$ cat src/rtl/cc_diag_pkg.sv
package cc_diag_pkg;

    typedef enum logic [1:0] {
        BUT_UNK = 2'b00,
        BUT_OK  = 2'b01,
        BUT_BAD = 2'b10
    } but_st_e;

    typedef enum logic [2:0] {
        PH_IDLE  = 3'd0,
        PH_SEED  = 3'd1,
        PH_PROP  = 3'd2,
        PH_CHECK = 3'd3,
        PH_DONE  = 3'd4
    } phase_e;

    function automatic logic is_known(input but_st_e s);
        return s != BUT_UNK;
    endfunction

endpackage

$ cat src/rtl/cc_ring_select.sv
module cc_ring_select
    import cc_diag_pkg::*;
#(
    parameter int N  = 8,
    parameter int PW = 3
) (
    input  logic [N-1:0][1:0] stat_i,
    input  logic [N-1:0]      ora_i,
    input  logic [PW-1:0]     pos_i,
    output but_st_e           cur_o,
    output but_st_e           nxt_o,
    output logic              ora_prev_o,
    output logic              ora_cur_o,
    output logic [PW-1:0]     nxt_pos_o
);

    localparam logic [PW-1:0] LAST = PW'(N - 1);

    logic [PW-1:0] prv_pos;

    always_comb begin
        nxt_pos_o  = (pos_i == LAST) ? '0 : pos_i + 1'b1;
        prv_pos    = (pos_i == '0) ? LAST : pos_i - 1'b1;
        cur_o      = but_st_e'(stat_i[pos_i]);
        nxt_o      = but_st_e'(stat_i[nxt_pos_o]);
        ora_cur_o  = ora_i[pos_i];
        ora_prev_o = ora_i[prv_pos];
    end

endmodule

$ cat src/rtl/cc_pair_rule.sv
module cc_pair_rule
    import cc_diag_pkg::*;
(
    input  but_st_e lo_i,
    input  but_st_e hi_i,
    input  logic    ora_i,
    output logic    wr_lo_o,
    output logic    wr_hi_o,
    output but_st_e mark_o,
    output logic    clash_o
);

    but_st_e src;
    logic    lo_free;
    logic    hi_free;
    logic    gives;

    always_comb begin
        lo_free = !is_known(lo_i);
        hi_free = !is_known(hi_i);
        // the known side is the source of information for the unknown side
        src     = lo_free ? hi_i : lo_i;
        mark_o  = BUT_UNK;
        gives   = 1'b0;
        if (src == BUT_OK) begin
            gives  = 1'b1;
            mark_o = ora_i ? BUT_BAD : BUT_OK;
        end else if (src == BUT_BAD && !ora_i) begin
            gives  = 1'b1;
            mark_o = BUT_BAD;
        end
        wr_hi_o = gives && !lo_free && hi_free;
        wr_lo_o = gives && lo_free && !hi_free;

        clash_o = (ora_i && lo_i == BUT_OK && hi_i == BUT_OK) ||
                  (!ora_i && ((lo_i == BUT_OK && hi_i == BUT_BAD) ||
                              (lo_i == BUT_BAD && hi_i == BUT_OK)));
    end

endmodule

$ cat src/rtl/cc_ring_diag.sv
module cc_ring_diag
    import cc_diag_pkg::*;
#(
    parameter int N = 8
) (
    input  logic           clk,
    input  logic           rst_n,
    input  logic           start,
    input  logic [N-1:0]   ora_vec,
    output logic           busy,
    output logic           done,
    output logic [2*N-1:0] status,
    output logic           inconsistent,
    output logic           diag_unique
);

    localparam int PW = (N > 1) ? $clog2(N) : 1;
    localparam int CW = $clog2(N + 1);
    localparam logic [PW-1:0] LAST_POS  = PW'(N - 1);
    localparam logic [CW-1:0] LAST_PASS = CW'(N - 1);

    typedef struct packed {
        phase_e             phase;
        logic [PW-1:0]      pos;
        logic [CW-1:0]      pass;
        logic               changed;
        logic [N-1:0]       ora;
        logic [N-1:0][1:0]  stat;
        logic               inc;
        logic               unk;
        logic               uni;
    } diag_state_t;

    diag_state_t q, d;

    but_st_e       cur_st;
    but_st_e       nxt_st;
    logic          ora_prev;
    logic          ora_cur;
    logic [PW-1:0] nxt_pos;
    logic          wr_lo;
    logic          wr_hi;
    but_st_e       mark;
    logic          clash;

    cc_ring_select #(.N(N), .PW(PW)) u_sel (
        .stat_i     (q.stat),
        .ora_i      (q.ora),
        .pos_i      (q.pos),
        .cur_o      (cur_st),
        .nxt_o      (nxt_st),
        .ora_prev_o (ora_prev),
        .ora_cur_o  (ora_cur),
        .nxt_pos_o  (nxt_pos)
    );

    cc_pair_rule u_rule (
        .lo_i    (cur_st),
        .hi_i    (nxt_st),
        .ora_i   (ora_cur),
        .wr_lo_o (wr_lo),
        .wr_hi_o (wr_hi),
        .mark_o  (mark),
        .clash_o (clash)
    );

    always_comb begin
        logic last;
        logic chg;
        d    = q;
        last = (q.pos == LAST_POS);
        chg  = wr_lo | wr_hi;
        unique case (q.phase)
            PH_IDLE, PH_DONE: begin
                if (start) begin
                    d.phase   = PH_SEED;
                    d.pos     = '0;
                    d.pass    = '0;
                    d.changed = 1'b0;
                    d.ora     = ora_vec;
                    d.stat    = '0;
                    d.inc     = 1'b0;
                    d.unk     = 1'b0;
                    d.uni     = 1'b0;
                end else begin
                    d.phase = PH_IDLE;
                end
            end
            PH_SEED: begin
                if (!ora_prev && !ora_cur) begin
                    d.stat[q.pos] = BUT_OK;
                end
                d.pos = nxt_pos;
                if (last) begin
                    d.phase = PH_PROP;
                end
            end
            PH_PROP: begin
                if (wr_lo) begin
                    d.stat[q.pos] = mark;
                end
                if (wr_hi) begin
                    d.stat[nxt_pos] = mark;
                end
                d.pos = nxt_pos;
                if (last) begin
                    d.changed = 1'b0;
                    if (!(q.changed | chg) || q.pass == LAST_PASS) begin
                        d.phase = PH_CHECK;
                    end else begin
                        d.pass = q.pass + 1'b1;
                    end
                end else begin
                    d.changed = q.changed | chg;
                end
            end
            PH_CHECK: begin
                d.inc = q.inc | clash;
                d.unk = q.unk | !is_known(cur_st);
                d.pos = nxt_pos;
                if (last) begin
                    d.uni   = !(q.unk | !is_known(cur_st));
                    d.phase = PH_DONE;
                end
            end
            default: d.phase = PH_IDLE;
        endcase
    end

    always_ff @(posedge clk or negedge rst_n) begin
        if (!rst_n) begin
            q <= '{phase: PH_IDLE, default: '0};
        end else begin
            q <= d;
        end
    end

    for (genvar g = 0; g < N; g++) begin : g_out
        assign status[2*g+1:2*g] = q.stat[g];
    end

    assign busy         = (q.phase == PH_SEED) || (q.phase == PH_PROP) ||
                          (q.phase == PH_CHECK);
    assign done         = (q.phase == PH_DONE);
    assign inconsistent = q.inc;
    assign diag_unique  = q.uni;

endmodule

$ cat config.mk
export PLATFORM = sky130hd
export DESIGN_NAME = cc_ring_diag
export DESIGN_NICKNAME = d
export VERILOG_FILES = /design/src/rtl/cc_diag_pkg.sv /design/src/rtl/cc_ring_select.sv /design/src/rtl/cc_pair_rule.sv /design/src/rtl/cc_ring_diag.sv
export SDC_FILE = /design/constraint.sdc
export NUM_CORES = 1
export LEC_CHECK = 0
export BUFFER_PORTS_ARGS = -buffer_cell sky130_fd_sc_hd__clkbuf_2
export CORE_AREA = 2 2 110 112
export CTS_BUF_LIST = sky130_fd_sc_hd__clkbuf_8 sky130_fd_sc_hd__clkbuf_16
export DETAILED_ROUTE_END_ITERATION = 8
export DIE_AREA = 0 0 112 114
export REMOVE_ABC_BUFFERS = 1
export SKIP_CTS_REPAIR_TIMING = 1
export SYNTH_ARGS = -nofsm -noshare
export SYNTH_HDL_FRONTEND = slang
export SYNTH_SLANG_ARGS = --single-unit
$ cat constraint.sdc
create_clock -name clk -period 3.54 [get_ports clk]
set_clock_uncertainty 0.15 [all_clocks]
set_input_delay 0.177 -clock clk [delete_from_list [all_inputs] [get_ports clk]]
set_output_delay 0.177 -clock clk [all_outputs]
set_load 0.02 [all_outputs]
; After elaboration in Yosys (flattened, before gate mapping)
; Index checks and enable logic that the tools add are counted.
[totals]
wordCells = 133
register_bits = 38
[op_classes]
magnitude_cmp = 5
add_sub_neg = 3
eq_ne = 19
muxes = 41
bitwise = 7
reduce_logical = 42
[op_table]
columns = op, n
row1 = $mux W16, 4
row2 = $pmux W16 S3, 1
row3 = $mux W35, 1
row4 = $bwmux W16, 2
row5 = $mux W3, 6
row6 = $mux W2, 8
row7 = $ne A2 B2 Y1 const B, 7
row8 = $logic_and A1 B1 Y1, 13
row9 = $bmux W2 S3, 2
row10 = $demux W2 S3, 2
row11 = $lt A3 B4 Y1 const B, 3
row12 = $pmux W3 S2, 2
row13 = $pmux W3 S4, 1
row14 = $pmux W5 S2, 1
row15 = $reduce_bool A2 Y1, 5
row16 = $and A8 B8 Y8, 1
row17 = $mux W4, 2
row18 = $not A8 Y8, 1
row19 = $or A8 B8 Y8, 1
row20 = $reduce_and A2 Y1, 4
row21 = $reduce_and A4 Y1, 2
row22 = $mux W1, 7
row23 = $bmux W1 S3, 2
row24 = $eq A2 B1 Y1 const B, 3
row25 = other kinds (17), 36

; Longest topological paths before layout
; Gate-level depths: netlist of the first run.
[logic_depth]
word_depth = 18
mapped_depth = 14

; Hierarchy
; A second synthesis of the first run with hierarchy kept.
[unflattened]
cells_unflattened = 315
area_unflattened_um2 = 2806.4
[by_module_without_submodules]
columns = mod, area_each_um2, seq_area_each_um2, cells_each, instances
row1 = cc_ring_diag, 2177.1, 950.9, 240, 1
row2 = cc_ring_select, 523.0, 0.0, 58, 1
row3 = cc_pair_rule, 106.4, 0.0, 17, 1

; Least setup slack after synthesis of the first run
; No wires, ideal clock.
[synth_path]
path_kind = reg2reg
start = reg q[33] in the netlist's numbering
end = reg q[31] in the netlist's numbering
setup_time_ns = 0.078
period_less_slack_ns = 3.033
path_stages_with_launch = 14
required_ns = 3.312
n_path_buf = 3
path_slack_ns = 0.507
arrival_time_ns = 2.805
cell_sequence = dfrtp_1 buf_6 buf_6 inv_1 ha_1 mux2_1 a32oi_1 o211a_1 a21boi_1 a32o_1 buf_6 o31ai_4 or3_1 a21oi_1
[synth_between]
elab_chain_len = 17
word_cells_on_any_way = 31
cone_classes = add/sub (1) / eq/ne (5) / mux (10) / bitwise (2) / reduce/logical (13)
[synth_lines]
columns = item, line
row1 = start: declaration, cc_ring_diag.sv:34  ; diag_state_t q, d;
row2 = start signal: assignment, cc_ring_diag.sv:132  ; q <= '{phase: PH_IDLE, default: '0};
row3 = start signal: assignment, cc_ring_diag.sv:134  ; q <= d;
row4 = $add A3 B1 Y3 / $eq A3 B3 Y1 (equally long branches), "cc_ring_select.sv:22, cc_ring_diag.sv:71"
row5 = $mux W3, cc_ring_select.sv:22  ; nxt_pos_o = (pos_i == LAST) ? '0 : pos_i + 1'b1;
row6 = $bmux W2 S3, cc_ring_select.sv:25  ; nxt_o = but_st_e'(stat_i[nxt_pos_o]);
row7 = $mux W2 (not written as such), cc_ring_select.sv:25
row8 = $mux W2, cc_pair_rule.sv:22  ; src = lo_free ? hi_i : lo_i;
row9 = $eq A2 B2 Y1, cc_pair_rule.sv:28  ; end else if (src == BUT_BAD && !ora_i) begin
row10 = $logic_and A1 B1 Y1, cc_pair_rule.sv:28
row11 = $mux W1, cc_pair_rule.sv:28
row12 = $mux W1, cc_pair_rule.sv:25  ; if (src == BUT_OK) begin
row13 = $logic_and A1 B1 Y1 (on tied branches) (2 in a row), "cc_pair_rule.sv:33, cc_pair_rule.sv:32"
row14 = $or A1 B1 Y1, cc_ring_diag.sv:72  ; chg = wr_lo | wr_hi;
row15 = $or A1 B1 Y1, cc_ring_diag.sv:108  ; if (!(q.changed | chg) || q.pass == LAST_PASS) begin
row16 = $logic_not A1 Y1, cc_ring_diag.sv:108
row17 = $logic_or A1 B1 Y1, cc_ring_diag.sv:108
row18 = $ne A2 B2 Y1 (no source line), -
row19 = $reduce_and A4 Y1 (no source line) *, -
; Every way passes the cells marked *; elsewhere a longest branch is shown, timed or not. The select of a mux whose other input is x is not followed.
; A chain may end at the register's enable or synchronous reset.

; Worst setup path after layout of the first run
[layout_path]
start = reg q[32] in the netlist's numbering
end = reg q[31] in the netlist's numbering
; Same word-level chain as after synthesis.

==> out/results.ini, run 1 <==
[global_routing]
grt_pass1_vias=2417
grt_pass1_wl_um=13000
grt_overflow=0
grt_max_degree=39
gr-usage-met1=0.180
antenna_found_initial=0
grt-busiest-layer=met2
grt_util_met2=0.201
grt_use_total=0.127
use_met3=0.0223

[timing]
slew_violations=0
setup_viol=0
finalCritPeriodShare=0.955
grt_setup_unrepaired=false
fmax_mhz=296
timing.hold.ws_ps=243
post-route-min-period_ps=3380
final_hold_viol_count=0
tightestPinTransition_ps=944
tns_ps=0
maxSlewHeadroom=0.371

[final_layout]
fin_cells=485
nNetsFinal=353
area_delta_synth_final_pct=17.1
design_area_um2=3330
final_layout_size_suffix_gt1_frac=0.260
n_fill_cell=1251
num_antenna_cells=0
regArea_um2=951
multi_input_area_um2=1660

[floorplanning]
io_pins=31
die_y_um=114
initial_utilization=0.243
row_count=40
dieArea_um2=12800
die_w_um=112
coreArea_um2=11700

[synth]
synth_warnings=0
synth_area_um2=2840
synth_seq_cells=38
synth.top_cell.area_share=0.335
syn_avg_cell_area_um2=9.23
yosys.area.top_type=dfrtp_1
ys_seq_area_frac=0.335
ys_top_cells_by_count=nand2_1, dfrtp_1, nor2_1
yosys.cell_types.count=68
synthFlopType=dfrtp_1
yosysMostFrequentCell=nand2_1
synth.area.top_cells=dfrtp_1, nand2_1, mux4_2, buf_4, a21oi_1
synth_edf_count=0
async_reset_ff_frac=1.00
synthCells=308

[clock_tree]
cts.sinks=38
cts_buffers=5
cts.reportedPaths.clkPinSlew_ps=60
ctsHtreeMaxLevel=2
cts_tree=done
clkLatencyLatePin_ps=280
clock_path_buffers=2
root_buffer=clkbuf_16

[detailed_routing]
drc_errors=0
vias=2551
drt-initial-drc-count=255
drtAntennaViolNets=0
detail_route.wl_per_cell_um=17.1
vias_per_cell=5.26
wirelength_um=8300
dr.pass1.iters=5

[placed_design]
hpwlAfterDp_um=6100
gp_congestion=0.926
placed_cells=467
post_dp_cell_area_um2=3060
portBuffers=30

[critical_path]
worstSetupPathType=flop to flop
r2r_slack_ps=160
setup.worst_path.end_class=flop
crit_arrival_ps=3440
slowest_stage=dfrtp_1
cp_common_cell=ha_1
slowest_delay_ps=460
required_ps=3600
path_buf_inv=0
crit_chain=ha_1, ha_1, mux2_1, a22oi_1, o211a_1, a21boi_1, a32o_2, o31ai_4, or3_1, a21oi_1
cp_top_family=compound AO/OA/AOI/OAI gates
crit_fanout=8
critPathLaunchType=flop

[pwr]
leakagePower_nw=1.42
ir_drop_uv=313
p_per_area_nw_per_um2=1130

[min_path]
worstHoldPathType=input pin to flop

[flow_run]
maxCapViolations=0

[run_status]
status=completed

==> per-stage QoR <==
stage | total power, mW | setup WS [ps] | util
floorplan | 2.45 | 89.8 | -
global placement | 3.12 | 228 | 0.261
detailed placement | 3.15 | 58.8 | 0.261
CTS | 3.63 | 26.5 | 0.274
global route | 4.00 | 4.85 | 0.284
finish | 3.74 | 158 | 0.284
==> state kept, by name, indices dropped and copies added (netlist names) <==
signal        flops
q                20
status           16
diag_unique       1
inconsistent      1
==> worst min-delay path, stage by stage <==
cell and delay, ps:
clkbuf_2 90, nand2_1 40, buf_4 200, nand2_1 80
nand2_1 40
==> power breakdown <==
group          leakage [nW]  switching [mW]  internal [mW]  total (mW)
logic                 0.854            1.53          0.961        2.49
registers             0.496           0.204          0.594       0.798
clock network        0.0729           0.181          0.279       0.460
==> final timing paths <==
check	cells past startpoint	start	end
worst min register to register	1	q[1]$_DFFE_PN0P_	diag_unique$_DFFE_PN0P_
worst max-delay path	10	q[32]$_DFFE_PN0P_	q[31]$_DFFE_PN0P_
max in group asynchronous	2	rst_n	status[14]$_DFFE_PN0P_
worst max register to register	10	q[32]$_DFFE_PN0P_	q[31]$_DFFE_PN0P_
worst min-delay path	5	start	q[20]$_DFFE_PN0P_
min in group asynchronous	2	rst_n	status[1]$_DFFE_PN0P_
==> layer usage <==
layer  vias up  wire (um)
li1       1180          -
met1      1261       3760
met2        99       3910
met3        11        521
met4         0        115
met5         -          0
==> cell usage in the layout (no fill, tap or decap), types with 8 or more instances in the layout <==
cell,instances
a21oi_1,14
clkbuf_2,30
inv_1,9
dfrtp_1,38
nand2_1,41
buf_4,14
nor2_1,17
dlygate4sd3_1,9
nor3_1,8
o21ai_1,11
o21ai_0,14
a22oi_1,8
==> cell families after synthesis <==
kind of cell,Yosys count,share of synthesized area
compound gates,91,0.233
xor+xnor,1,0.00308
fa+ha+maj,5,0.0220
buf+inv,43,0.0920
flops,38,0.335
mux,18,0.0977
simple gates,112,0.218
==> layout make-up <==
type                       count  share of cell area
clock buffer                   6              0.0417
clock inverter                 2             0.00376
inverter                      11              0.0124
multi-input combinational    228               0.497
sequential                    38               0.286
tap                          147              0.0553
timing repair buffer          53               0.104
No activity file was read; power rests on OpenSTA's default activity.
==> inputs of run 2 (changes only) <==
Clock period 3.54 ns to 4.06 ns, I/O delays scaled along.
==> run 2 against run 1 <==
  * The flow now finishes with violations (negative hold slack)
  * First-iteration DRC count down 59%
  * Core utilization down 1.2 points
  * Clock power down 17%
  * Count of clock-buffer cells in the layout unchanged
  * Via count down 5.3%
  * Sequential share of layout area up 1.3 points
  * Design area down 4.2%
  * Sequential power down 13%
  * Maximum frequency down 9.9%
  * Largest cell class unchanged
==> out/results.ini, run 2 (synthesized netlist as in run 1, its figures left out) <==
[global_routing]
grt_pass1_wl_um=13200
grt_pass1_vias=2457
grt_max_degree=39
grt_overflow=0
antenna_found_initial=0
grt_use_total=0.130

[critical_path]
setup.worst_path.start=q[32]$_DFFE_PN0P_
crit_arrival_ps=3810
cp_common_cell=ha_1
cp_top_family=compound AO/OA/AOI/OAI gates
slowest_delay_ps=540
worst-path-stages=10
r2r_start=q[32]$_DFFE_PN0P_
r2r_cells=10
setup.worst_path.end_class=flop
crit_chain=ha_1, ha_1, mux2_1, a22oi_1, o211a_1, a21boi_1, a32o_1, o31ai_4, or3_1, a21oi_1
path_buf_inv=0
reg2reg_to=q[31]$_DFFE_PN0P_
slowest_stage=ha_1
required_ps=4110
critPathLaunchType=flop
r2r_slack_ps=310
crit_fanout=14
critPathCapture=q[31]$_DFFE_PN0P_
worstSetupPathType=flop to flop

[floorplanning]
die_w_um=112
die_y_um=114
coreArea_um2=11700
io_pins=31
initial_utilization=0.243
dieArea_um2=12800
row_count=40

[placed_design]
portBuffers=30
hpwlAfterDp_um=6080
post_dp_cell_area_um2=3010
gp_congestion=0.933
pre_cts_slack_ps=369

[detailed_routing]
wirelength_um=8000
detail_route.wl_per_cell_um=17.0
vias_per_cell=5.14
vias=2416
drtAntennaViolNets=0
dr.pass1.iters=4
drc_errors=0
drt-initial-drc-count=105

[timing]
fmax_mhz=267
post-route-min-period_ps=3750
grt_setup_unrepaired=false
setup_viol=0
slew_violations=0
finalCritPeriodShare=0.924
timing.hold.ws_ps=-30.4
layout_setup_ws_ps=308
final_hold_viol_count=5
tightestPinTransition_ps=958
tns_ps=0
maxSlewHeadroom=0.361

[run_status]
status=complete, but fails checks
violations=negative hold slack

[flow_run]
maxCapViolations=0

[final_layout]
layout_commonest_cell=nand2_1
max_flop_register=q
final_layout_size_suffix_gt1_frac=0.229
largest_reg_flops=20
design_area_um2=3190
area_delta_synth_final_pct=12.1
nNetsFinal=340
most-common-layout-cells=nand2_1, dfrtp_1, clkbuf_2
num_antenna_cells=0

[pwr]
leakagePower_nw=1.36
p_per_area_nw_per_um2=976
ir_drop_uv=282

[clock_tree]
cts_tree=done
cts.reportedPaths.clkPinSlew_ps=60
ctsHtreeMaxLevel=2
cts_buffers=5
root_buffer=clkbuf_16
cts.sinks=38
clock_path_buffers=2
clkLatencyLatePin_ps=280

[min_path]
worstHoldPathType=input pin to flop

==> run 2: report_power, final <==
| part | total (mW) | switching [mW] | internal, mW |
|---|---|---|---|
| clock | 0.380 | 0.143 | 0.237 |
| combinational | 2.04 | 1.28 | 0.761 |
| sequential | 0.693 | 0.174 | 0.518 |
| total | 3.11 | 1.60 | 1.52 |
==> run 2: layout make-up <==
| type | count | area [um^2] |
|---|---|---|
| multi-input cells | 227 | 1630 |
| fillers | 1289 | 8520 |
| clock buffers | 6 | 139 |
| repair buffers | 41 | 243 |
| inverters | 11 | 41.3 |
| well taps | 147 | 184 |
| flip-flops and latches | 38 | 951 |
==> run 2: how the worst min path moves through the flow <==
stage	start	to	depth (start not counted)
floorplan	rst_n	diag_unique$_DFFE_PN0P_	0
finish	ora_vec[0]	q[19]$_DFFE_PN0P_	3
global placement	ora_vec[0]	q[19]$_DFFE_PN0P_	3
detailed placement	ora_vec[1]	q[20]$_DFFE_PN0P_	3
global route	ora_vec[0]	q[19]$_DFFE_PN0P_	3
CTS	rst_n	status[5]$_DFFE_PN0P_	1
==> run 2: through the flow <==
step,utilization,total power [mW],hold slack (ps),std cells
detailed placement,0.257,2.71,252,460
global placement,0.257,2.69,254,460
finish,0.272,3.11,-30.4,470
CTS,0.269,3.10,-32.2,466
global route,0.272,3.36,2.58,470
floorplan,-,2.13,-243,276
==> run 2: worst register-to-register path, stage by stage (launching register included) <==
cell	delay, ps
dfrtp_1	460
ha_1	240
ha_1	540
mux2_1	360
a22oi_1	210
o211a_1	280
a21boi_1	320
a32o_1	460
o31ai_4	170
or3_1	340
a21oi_1	160
==> run 2: per-layer routing <==
metal  global-route usage  routed length, um  up-vias
met5                    0                  0        -
met4               0.0398                116        0
met3               0.0250                399       11
met2                0.209               3710       72
met1                0.177               3770     1193
li1                     -                  -     1140
